File: src/rtl/dlrc_pkg.sv
package dlrc_pkg;

    typedef enum logic [1:0] {
        PH_STOP  = 2'd0,
        PH_FETCH = 2'd1,
        PH_XFER  = 2'd2,
        PH_SUSP  = 2'd3
    } phase_e;

    localparam logic [1:0] RS_STOPPED   = 2'b00;
    localparam logic [1:0] RS_RUNNING   = 2'b01;
    localparam logic [1:0] RS_SUSPENDED = 2'b10;

    typedef struct packed {
        logic start;    // load current position at a start
        logic capture;  // latch next pointer from an owned descriptor
        logic advance;  // frame finished: move to next pointer
    } ptr_cmd_t;

    function automatic logic [1:0] phase_to_state(phase_e p);
        case (p)
            PH_STOP:  return RS_STOPPED;
            PH_SUSP:  return RS_SUSPENDED;
            default:  return RS_RUNNING;
        endcase
    endfunction

endpackage

File: src/rtl/dlrc_fsm.sv
module dlrc_fsm
    import dlrc_pkg::*;
(
    input  logic     clk,
    input  logic     rst,
    input  logic     run_en,
    input  logic     poll,
    input  logic     fetch_ack,
    input  logic     fetch_own,
    input  logic     frame_done,
    output phase_e   phase,
    output ptr_cmd_t cmd,
    output logic     bu_set
);

    phase_e phase_nx;

    always_comb begin
        phase_nx = phase;
        cmd      = '0;
        bu_set   = 1'b0;
        case (phase)
            PH_STOP: begin
                if (run_en) begin
                    phase_nx  = PH_FETCH;
                    cmd.start = 1'b1;
                end
            end
            PH_FETCH: begin
                if (!run_en) begin
                    phase_nx = PH_STOP;
                end else if (fetch_ack) begin
                    if (fetch_own) begin
                        phase_nx    = PH_XFER;
                        cmd.capture = 1'b1;
                    end else begin
                        phase_nx = PH_SUSP;
                        bu_set   = 1'b1;
                    end
                end
            end
            PH_XFER: begin
                if (frame_done) begin
                    cmd.advance = 1'b1;
                    phase_nx    = run_en ? PH_FETCH : PH_STOP;
                end
            end
            PH_SUSP: begin
                if (!run_en)   phase_nx = PH_STOP;
                else if (poll) phase_nx = PH_FETCH;
            end
            default: phase_nx = PH_STOP;
        endcase
    end

    always_ff @(posedge clk) begin
        if (rst) phase <= PH_STOP;
        else     phase <= phase_nx;
    end

endmodule

File: src/rtl/dlrc_ptr.sv
module dlrc_ptr
    import dlrc_pkg::*;
#(
    parameter int ADDR_W = 16
) (
    input  logic              clk,
    input  logic              rst,
    input  logic              stopped,
    input  logic              base_wr,
    input  logic [ADDR_W-1:0] base_addr,
    input  ptr_cmd_t          cmd,
    input  logic [ADDR_W-1:0] next_in,
    output logic [ADDR_W-1:0] cur_ptr
);

    logic [ADDR_W-1:0] pend_addr;
    logic              pend_vld;
    logic [ADDR_W-1:0] link_ptr;
    logic              wr_ok;

    assign wr_ok = base_wr && stopped;

    always_ff @(posedge clk) begin
        if (rst) begin
            pend_addr <= '0;
            pend_vld  <= 1'b0;
            link_ptr  <= '0;
            cur_ptr   <= '0;
        end else begin
            if (cmd.start) begin
                if (wr_ok)         cur_ptr <= base_addr;
                else if (pend_vld) cur_ptr <= pend_addr;
                pend_vld <= 1'b0;
            end else if (wr_ok) begin
                pend_addr <= base_addr;
                pend_vld  <= 1'b1;
            end
            if (cmd.capture) link_ptr <= next_in;
            if (cmd.advance) cur_ptr  <= link_ptr;
        end
    end

endmodule

File: src/rtl/dlrc_flag.sv
module dlrc_flag (
    input  logic clk,
    input  logic rst,
    input  logic set_i,
    input  logic clr_i,
    output logic flag_o
);

    always_ff @(posedge clk) begin
        if (rst)        flag_o <= 1'b0;
        else if (set_i) flag_o <= 1'b1;
        else if (clr_i) flag_o <= 1'b0;
    end

endmodule

File: src/rtl/dma_run_ctrl.sv
module dma_run_ctrl
    import dlrc_pkg::*;
#(
    parameter int ADDR_W = 16
) (
    input  logic              clk,
    input  logic              rst,
    input  logic              run_en,
    input  logic              base_wr,
    input  logic [ADDR_W-1:0] base_addr,
    input  logic              poll,
    output logic              fetch_req,
    output logic [ADDR_W-1:0] fetch_addr,
    input  logic              fetch_ack,
    input  logic              fetch_own,
    input  logic [ADDR_W-1:0] fetch_next,
    input  logic              frame_done,
    output logic [1:0]        state_o,
    output logic              bu_flag,
    input  logic              bu_clr
);

    phase_e   phase;
    ptr_cmd_t cmd;
    logic     bu_set;

    dlrc_fsm u_fsm (
        .clk        (clk),
        .rst        (rst),
        .run_en     (run_en),
        .poll       (poll),
        .fetch_ack  (fetch_ack),
        .fetch_own  (fetch_own),
        .frame_done (frame_done),
        .phase      (phase),
        .cmd        (cmd),
        .bu_set     (bu_set)
    );

    dlrc_ptr #(.ADDR_W(ADDR_W)) u_ptr (
        .clk       (clk),
        .rst       (rst),
        .stopped   (phase == PH_STOP),
        .base_wr   (base_wr),
        .base_addr (base_addr),
        .cmd       (cmd),
        .next_in   (fetch_next),
        .cur_ptr   (fetch_addr)
    );

    dlrc_flag u_flag (
        .clk    (clk),
        .rst    (rst),
        .set_i  (bu_set),
        .clr_i  (bu_clr),
        .flag_o (bu_flag)
    );

    assign fetch_req = (phase == PH_FETCH);
    assign state_o   = phase_to_state(phase);

endmodule

File: config.mk
export PLATFORM = sky130hd
export DESIGN_NAME = dma_run_ctrl
export DESIGN_NICKNAME = d
export VERILOG_FILES = /design/src/rtl/dlrc_pkg.sv /design/src/rtl/dlrc_fsm.sv /design/src/rtl/dlrc_ptr.sv /design/src/rtl/dlrc_flag.sv /design/src/rtl/dma_run_ctrl.sv
export SDC_FILE = /design/constraint.sdc
export NUM_CORES = 1
export LEC_CHECK = 0
export BUFFER_PORTS_ARGS = -buffer_cell sky130_fd_sc_hd__buf_2
export CAP_MARGIN = 0
export CORE_MARGIN = 10
export CORE_UTILIZATION = 52
export DETAILED_ROUTE_END_ITERATION = 8
export PLACE_DENSITY = 0.86
export RECOVER_POWER = 50
export SYNTH_ARGS = -nofsm -noshare
export SYNTH_HDL_FRONTEND = slang
export SYNTH_SLANG_ARGS = --single-unit
File: constraint.sdc
create_clock -name clk -period 1.78 [get_ports clk]
set_input_delay 0.089 -clock clk [delete_from_list [all_inputs] [get_ports clk]]
set_output_delay 0.089 -clock clk [all_outputs]
set_load 0.01 [all_outputs]
# [After elaboration in Yosys (flattened, before gate mapping)]
# Index checks and enable logic that the tools add are counted.
[totals] out_inout_bits=20 mem_count=0 word_cells=51 latchBits=0 in_bits=41 ram_bits=0 register_bits=52 mem_bits_ro=0
[classes] n_bitwise=1 n_eq_ne=7 order_cmp=0 n_div=0 reduce_logical=9 add_sub_neg=0 mux=28 multipliers=0 n_shift=0
[op_table] operator="$mux W16" n=4
[op_table] operator="$mux W1" n=16
[op_table] operator="$mux W2" n=6
[op_table] operator="$pmux W2 S4" n=1
[op_table] operator="$eq A2 B2 Y1 const B" n=2
[op_table] operator="$ne A2 B2 Y1 const B" n=2
[op_table] operator="$pmux W2 S2" n=1
[op_table] operator="$reduce_and A2 Y1" n=2
[op_table] operator="$reduce_and A4 Y1" n=1
[op_table] operator="$reduce_bool A2 Y1" n=2
[op_table] operator="$ne A3 B2 Y1 const B" n=1
[op_table] operator="$ne A3 B3 Y1 const B" n=1
[op_table] operator="$reduce_bool A3 Y1" n=1
[op_table] operator="$eq A2 B1 Y1 const B" n=1
[op_table] operator="$logic_not A2 Y1" n=1
[op_table] operator="$reduce_or A2 Y1" n=1
[op_table] operator="$logic_and A1 B1 Y1" n=1
[op_table] operator="$not A1 Y1" n=1

# [Depth between registers and ports, before layout]
# Gate-level depths: netlist of the first run.
[depth] ltp_word=5 mapped_depth=7

# [By module]
# Synthesis of the first run repeated with hierarchy kept, for this count alone.
[hier_totals] hier_cells=245 area_unflattened_um2=2185.8
[by_module_without_submodules] module="dlrc_ptr" instances=1 area_per_inst_um2=1981.9 cells_per_inst=223 seq_area_each_um2=980.9
[by_module_without_submodules] module="dlrc_fsm" instances=1 area_per_inst_um2=120.1 cells_per_inst=13 seq_area_each_um2=40.0
[by_module_without_submodules] module="dma_run_ctrl" instances=1 area_per_inst_um2=45.0 cells_per_inst=5 seq_area_each_um2=0.0
[by_module_without_submodules] module="dlrc_flag" instances=1 area_per_inst_um2=38.8 cells_per_inst=4 seq_area_each_um2=20.0

# [Worst setup path after synthesis of the first run]
# No wires, ideal clock.
[synth_timing] kind="flip-flop to flip-flop" from="register u_fsm.phase[1]" to="register u_ptr.cur_ptr[10]" period_less_slack_ps=1477 arrival_time_ps=1352 stages_incl_launch_ff=8 slack_ps=303 setup_ps=125 cell_sequence="dfxtp_1 inv_1 ha_1 o211a_1 buf_6 buf_12 mux2i_1 o2bb2ai_1"
[synth_between] elab_chain_len=5 elab_cells_between_ends=11 cone_classes="eq/ne (1); mux (5); reduce/logical (5)"
[synth_lines] element="start, declared" line="dlrc_fsm.sv:11" text="output phase_e phase,"
[synth_lines] element="start signal, assigned" line="dlrc_fsm.sv:58" text="else phase <= phase_nx;"
[synth_lines] element="$logic_not A2 Y1" line="dlrc_fsm.sv:22, dma_run_ctrl.sv:43"
[synth_lines] element="$logic_and A1 B1 Y1" line="dlrc_ptr.sv:21" text="assign wr_ok = base_wr && stopped;"
[synth_lines] element="$mux W16" line="dlrc_ptr.sv:31" text="if (wr_ok) cur_ptr <= base_addr;"
[synth_lines] element="$mux W16" line="dlrc_ptr.sv:30" text="if (cmd.start) begin"
[synth_lines] element="$mux W16" line="dlrc_ptr.sv:39" text="if (cmd.advance) cur_ptr <= link_ptr;"
[synth_lines] element="end signal, assigned" line="dlrc_ptr.sv:31"
[synth_lines] element="end signal, assigned" line="dlrc_ptr.sv:32" text="else if (pend_vld) cur_ptr <= pend_addr;"
[synth_lines] element="end signal, assigned" line="dlrc_ptr.sv:39"
[synth_lines] element="end, declared" line="dlrc_ptr.sv:13" text="output logic [ADDR_W-1:0] cur_ptr"
# Several ways; a longest one is shown, not always the timed one. The select of a mux whose other input is x is not followed.
# A chain may end at the register's enable or synchronous reset.

# [Worst setup path after layout of the first run]
[layout_timing] from="register u_fsm.phase[1]" to="register u_ptr.cur_ptr[9]"
# Same word-level chain as after synthesis.

==> results of run 1 <==
-- worst register-to-register path: cells and delay by family, from the launching register on --
family	cells	cell delay [ns]
AOI/OAI and AO/OA	2	0.31
adders and majority gates	1	0.28
buffers and inverters	2	0.32
DFF	1	0.34
muxes	1	0.22
-- what timing repair did --
item	4_1_cts	5_1_grt
hold buffers	0	0
endpoints found under the setup margin	0	16
gates resized for setup	0	2
-- stage by stage --
| stage | worst slack, ns | cell area, um2 | utilization, % |
|---|---|---|---|
| after floorplan | 0.3028 | 2315 | - |
| after global placement | 0.09803 | 2601 | 60.16 |
| after detailed placement | 0.02644 | 2601 | 60.16 |
| after CTS | 0.01685 | 2695 | 62.33 |
| after global routing | 0.07754 | 2675 | 61.86 |
| final | 0.1831 | 2675 | 61.86 |
-- registers in the layout, indices dropped and copies added, names as in the netlist --
signal and count:
u_fsm.phase 2, u_ptr.pend_vld 1, u_flag.flag_o 1, u_ptr.cur_ptr 16, u_ptr.pend_addr 16, u_ptr.link_ptr 16
-- how the worst min path moves through the flow --
stage	startpoint	endpoint	slack [ns]	cells past startpoint
2_1_floorplan	base_addr[0]	u_ptr.pend_addr[0]	0.22	2
3_3_place_gp	fetch_next[10]	u_ptr.link_ptr[10]	0.33	3
3_5_place_dp	fetch_next[1]	u_ptr.link_ptr[1]	0.33	3
4_1_cts	fetch_next[3]	u_ptr.link_ptr[3]	0.02	3
5_1_grt	base_addr[15]	u_ptr.pend_addr[15]	0.02	3
6_report	fetch_next[3]	u_ptr.link_ptr[3]	0.02	3
-- cell families after synthesis --
kind of cell,Yosys count,synth area share [%]
flops,52,44.97
compound gates,57,16.05
simple gates,81,15.30
mux,32,14.70
buf+inv,20,5.729
fa+ha+maj,6,3.243
-- layout by cell type, fill, tap and decap left out, types with 5 or more instances in the layout --
cell type,n
o2bb2ai_1,16
nand2_1,67
a21oi_1,35
clkbuf_8,6
ha_1,5
mux2_2,16
mux2i_1,16
buf_2,40
clkbuf_1,21
dfxtp_1,52
-- power groups by stage --
| stage | Clock [mW] | Combinational, mW | Sequential [mW] |
|---|---|---|---|
| global route | 0.740 | 0.501 | 1.27 |
| finish | 0.684 | 0.449 | 1.26 |
| floorplan | 0 | 0.312 | 1.29 |
| detailed placement | 0 | 0.454 | 1.29 |
| CTS | 0.701 | 0.458 | 1.26 |
| global placement | 0 | 0.443 | 1.28 |
-- metal layers --
metal	up-vias	wire, um	track usage (%)
met1	865	2295	15.85
met5	-	0	0
met4	0	85	5.449
met2	43	2663	24.70
li1	968	-	-
met3	10	303	4.221
-- area by class of cell --
cell class / instances / area share, %
well taps: 52 / 2.432
clock inverters: 1 / 0.2806
repair buffers: 64 / 11.88
inverters: 3 / 0.4210
flip-flops and latches: 52 / 38.91
multi-input cells: 176 / 42.84
clock buffers: 7 / 3.227
==> qor.csv, run 1 <==
stage,metric,value,unit
status,status,finished clean,
detailed_routing,drt total wl,5347,um
critical_path,r2r setup slk,0.18,ns
final_layout,layout cell share with drive strength beyond 1,23.76,%
timing,Final Hold Fails,0,
power,Design Power,2.391,mW
final_layout,Final nets,349,
cts,CTS tree,done,
floorplan,Die ar.,7520,um2
timing,RSZ-0062 raised after global routing,false,
timing,clk_skew,0.007269,ns
critical_path,Crit path depth,6,
yosys,"Primary FF master, synth",dfxtp_1,
final_layout,fillers,396,
critical_path,worst-path cell chain,"inv_1, ha_2, o211a_1, buf_12, mux2i_1, o2bb2ai_1",
power,Clock Power Share,28.6,%
cts,clock root buffer master,clkbuf_8,
critical_path,CP max stage delay,0.34,ns
power,P_int,1.744,mW
critical_path,Worst EP arrival,1.77,ns
flow_run,max-cap viol count,0,
yosys,Ys Warns,0,
power,Comb power frac,18.8,%
cts,TritonCTS Buffers,5,
yosys,"EDFF count, synth",0,
grt,grt total ovfl,0,
yosys,most frequent cell after synthesis,nand2_1,
yosys,Synth top cells by count,"nand2_1, dfxtp_1, a21oi_1",
timing,Max Freq,0.6262,GHz
critical_path,worst r2r src,u_fsm.phase[1],
timing,TNS Setup,0,ns
cts,Clock Tree Buf Depth,2,
detailed_routing,initial DRC count,113,
power,sequential share of power,52.6,%
yosys,"Net Count, Synth",295,
grt,initial antenna violation count,0,
yosys,asr flop ratio synth,0,%
yosys,"flops & latches, synth",52,
critical_path,Crit-path slowest cell,dfxtp_1,
final_layout,Register Area,1041,um2
detailed_routing,vias after detailed routing,1886,
floorplan,FP Rows,24,
timing,max_slew headroom,55.24,%
grt,GR Util All Layers,14.20,%
placement,dpl hpwl,4033,um
placement,number of port buffers,60,
placement,GPL Wtd Cong,0.7701,
cts,Setup Buffers After CTS,0,
timing,final setup fails,0,
yosys,share of the synthesized area in the top cell type,44.97,%
detailed_routing,average wire per standard cell,15.06,um
power,Peak supply drop,0.4598,mV
floorplan,Die Ht,86.72,um
yosys,cell taking the most area after synthesis,dfxtp_1,
critical_path,WP data required,1.95,ns
cts,Worst-path clk slew,0.09,ns
yosys,synthesized area,2315,um2
yosys,cell count after synthesis,248,
yosys,distinct cell type count after synthesis,29,
power,sw power,0.6475,mW
detailed_routing,drt first pass iters,4,
floorplan,I/O pin count,61,
timing,actual slew at the worst max-slew pin,0.6707,ns
power,sw frac,27.08,%
critical_path,Worst Setup End Kind,register,
floorplan,Initial Util,53.53,%
grt,first-pass GRT wire length,8942,um
cts,Clock Latency Late Sink,0.30,ns
final_layout,Multi-input gate area,1146,um2
yosys,"Avg Cell Area, Syn",9.334,um2
critical_path,Worst Setup EP,u_ptr.cur_ptr[9],
grt,largest net degree at the start of global routing,25,
critical_path,"Largest delay share family, worst path",flip-flops,
final_layout,Finished Layout Cells,355,
power,Leakage,1.013,nW
min_path,Hold WC Path Type,primary input to register,
timing,WHS,0.02238,ns
placement,placed insts,347,
grt,vias in the first global route,1969,
final_layout,area delta synth->final,15.57,%
floorplan,Die Width,86.72,um
critical_path,r2r endpoint,u_ptr.cur_ptr[9],
cts,clk sink count,52,
critical_path,Buf/Inv on CP,2,
floorplan,core area,4324,um2
timing,Max Transition Viols Final,0,
critical_path,critical path type,register to register,
critical_path,CP Max Fanout,16,
yosys,Synth area leaders,"dfxtp_1, nand2_1, mux2_2",
timing,Tmin final,1.597,ns
final_layout,number of diodes,0,
detailed_routing,Via-to-Cell Ratio,5.313,
critical_path,CP startpoint,u_fsm.phase[1],
power,Pwr Density,893.8,nW/um2
timing,fin crit share,89.71,%
detailed_routing,post-route DRC violation count,0,
yosys,sequential fraction of the synthesis area,44.97,%
critical_path,worst reg2reg path depth,6,
detailed_routing,post-route ant nets,0,
cts,H-tree depth,2,
critical_path,Setup crit start kind,register,
Power figures use the tool's default switching activity.
==> run 2: changes to the inputs <==
--- a/config.mk
+++ b/config.mk
@@ -6,12 +6,13 @@
 export NUM_CORES = 1
 export LEC_CHECK = 0
 export BUFFER_PORTS_ARGS = -buffer_cell sky130_fd_sc_hd__buf_2
-export CAP_MARGIN = 0
+export CAP_MARGIN = 5
 export CORE_MARGIN = 10
 export CORE_UTILIZATION = 52
 export DETAILED_ROUTE_END_ITERATION = 8
-export PLACE_DENSITY = 0.86
+export PLACE_DENSITY = 0.82
 export RECOVER_POWER = 50
+export SLEW_MARGIN = 20
 export SYNTH_ARGS = -nofsm -noshare
 export SYNTH_HDL_FRONTEND = slang
 export SYNTH_SLANG_ARGS = --single-unit
==> run 2 against run 1 <==
Compared with the run above: critical path depth unchanged; maximum frequency shrank 0.79%; largest cell class unchanged; worst setup slack got worse by 0.013 ns.
==> qor.csv, run 2 (same netlist as run 1, synthesis figures left out) <==
stage,metric,value,unit
cts,Worst-path clk slew,0.09,ns
timing,Max Freq,0.6212,GHz
cts,hold buffers post-CTS,0,
critical_path,Worst Setup End Kind,register,
timing,final setup fails,0,
floorplan,Die Width,86.72,um
final_layout,Final nets,350,
power,Design Power,2.521,mW
final_layout,layout cell share with drive strength beyond 1,24.01,%
floorplan,I/O pin count,61,
grt,initial antenna violation count,0,
critical_path,worst-path cell chain,"inv_1, ha_2, o211a_1, buf_12, mux2i_1, o2bb2ai_1",
floorplan,core area,4324,um2
cts,Setup Buffers After CTS,0,
critical_path,r2r endpoint,u_ptr.cur_ptr[12],
critical_path,worst reg2reg path depth,6,
final_layout,biggest regs,"u_ptr.cur_ptr x16, u_ptr.link_ptr x16, u_ptr.pend_addr x16",
floorplan,Die Ht,86.72,um
critical_path,critical path type,register to register,
timing,fin crit share,90.43,%
grt,vias in the first global route,1895,
grt,GR Util All Layers,14.27,%
critical_path,CP max stage delay,0.34,ns
cts,cts repair resizes,0,
final_layout,fillers,384,
critical_path,Worst EP arrival,1.78,ns
detailed_routing,drt first pass iters,5,
critical_path,r2r setup slk,0.17,ns
timing,Max Transition Viols Final,0,
power,Pwr Density,933.8,nW/um2
timing,actual slew at the worst max-slew pin,0.6976,ns
critical_path,Setup crit start kind,register,
cts,H-tree depth,2,
critical_path,CP startpoint,u_fsm.phase[1],
cts,clk sink count,52,
min_path,hold path cells,3,
timing,clk_skew,0.009449,ns
power,Peak supply drop,0.5146,mV
critical_path,Worst Setup EP,u_ptr.cur_ptr[12],
floorplan,Die ar.,7520,um2
cts,CTS tree,done,
detailed_routing,average wire per standard cell,15.44,um
detailed_routing,post-route DRC violation count,0,
timing,max_slew headroom,53.45,%
detailed_routing,initial DRC count,118,
grt,largest net degree at the start of global routing,24,
cts,Clock Latency Late Sink,0.30,ns
detailed_routing,Via-to-Cell Ratio,5.272,
critical_path,CP Max Fanout,16,
final_layout,area delta synth->final,16.65,%
final_layout,number of diodes,0,
critical_path,worst r2r src,u_fsm.phase[1],
detailed_routing,post-route ant nets,0,
cts,TritonCTS Buffers,5,
placement,GPL Wtd Cong,0.7727,
flow_run,max-cap viol count,0,
final_layout,"most common cell after layout, fill and taps aside",nand2_1,
placement,dpl hpwl,4188,um
cts,clock root buffer master,clkbuf_8,
grt,grt total ovfl,0,
timing,TNS Setup,0,ns
status,status,finished clean,
final_layout,"commonest cells after routing, fill and taps aside","nand2_1, dfxtp_1, buf_2",
critical_path,WP data required,1.95,ns
detailed_routing,vias after detailed routing,1877,
min_path,Hold WC Path Type,primary input to register,
placement,number of port buffers,60,
timing,RSZ-0062 raised after global routing,false,
power,Leakage,1.029,nW
floorplan,Initial Util,53.53,%
critical_path,Crit-path slowest cell,dfxtp_1,
floorplan,FP Rows,24,
detailed_routing,drt total wl,5496,um
cts,Clock Tree Buf Depth,2,
timing,Tmin final,1.610,ns
timing,Final Hold Fails,0,
grt,first-pass GRT wire length,8825,um
==> run 2: cell types whose count changed in the layout (fill, tap and decap cells not counted), sizes merged <==
cell / change
buf: +1
clkinvlp: -1
clkbuf: -1
inv: +1
bufinv: +1
==> run 2: metrics by stage <==
step / setup WS (ns) / std cells / util [%] / hold WS (ns) / cell area, um2
after detailed placement: 0.04469 / 348 / 60.33 / 0.3352 / 2609
after global placement: 0.1150 / 348 / 60.33 / 0.3305 / 2609
final: 0.1703 / 356 / 62.44 / 0.01613 / 2700
after global routing: 0.07048 / 356 / 62.44 / 0.01715 / 2700
after CTS: 0.01614 / 356 / 62.91 / 0.01049 / 2720
after floorplan: 0.3028 / 248 / - / 0.2250 / 2315
==> run 2: worst min-delay path by stage <==
stage                  start                 end  slack, ns
4_1_cts        fetch_next[7]   u_ptr.link_ptr[7]       0.01
6_report       fetch_next[8]   u_ptr.link_ptr[8]       0.02
2_1_floorplan   base_addr[0]  u_ptr.pend_addr[0]       0.22
3_3_place_gp   fetch_next[9]   u_ptr.link_ptr[9]       0.33
5_1_grt        fetch_next[6]   u_ptr.link_ptr[6]       0.02
3_5_place_dp   fetch_next[7]   u_ptr.link_ptr[7]       0.34
==> run 2: routing by layer <==
metal | share of wire [%] | track usage, % | vias to the layer above
met3 | 5.1 | 3.565 | 7
met2 | 51 | 25.50 | 34
met4 | 1.1 | 3.976 | 0
met1 | 43 | 16.32 | 864
met5 | 0 | 0 | -
li1 | - | - | 972
==> run 2: area by class of cell <==
class	count	area (um2)	area share [%]
Multi-Input combinational cell	176	1146	42.45
Sequential cell	52	1041	38.55
Timing Repair Buffer	65	325.3	12.05
Clock buffer	6	72.57	2.688
Tap cell	52	65.06	2.410
Clock inverter	2	38.79	1.437
Inverter	3	11.26	0.4171
==> run 2: report_power, final <==
part | switching [mW] | total (mW) | leakage (nW) | internal (mW)
sequential | 0.0332 | 1.26 | 0.422 | 1.23
combinational | 0.249 | 0.455 | 0.551 | 0.206
clock | 0.381 | 0.806 | 0.0558 | 0.425
==> run 2: critical path: cells and delay by family (launching register included) <==
family,cells,cell delay [ns]
AOI/OAI and AO/OA,2,0.30
adders and majority gates,1,0.27
buffers and inverters,2,0.32
muxes,1,0.24
DFF,1,0.34
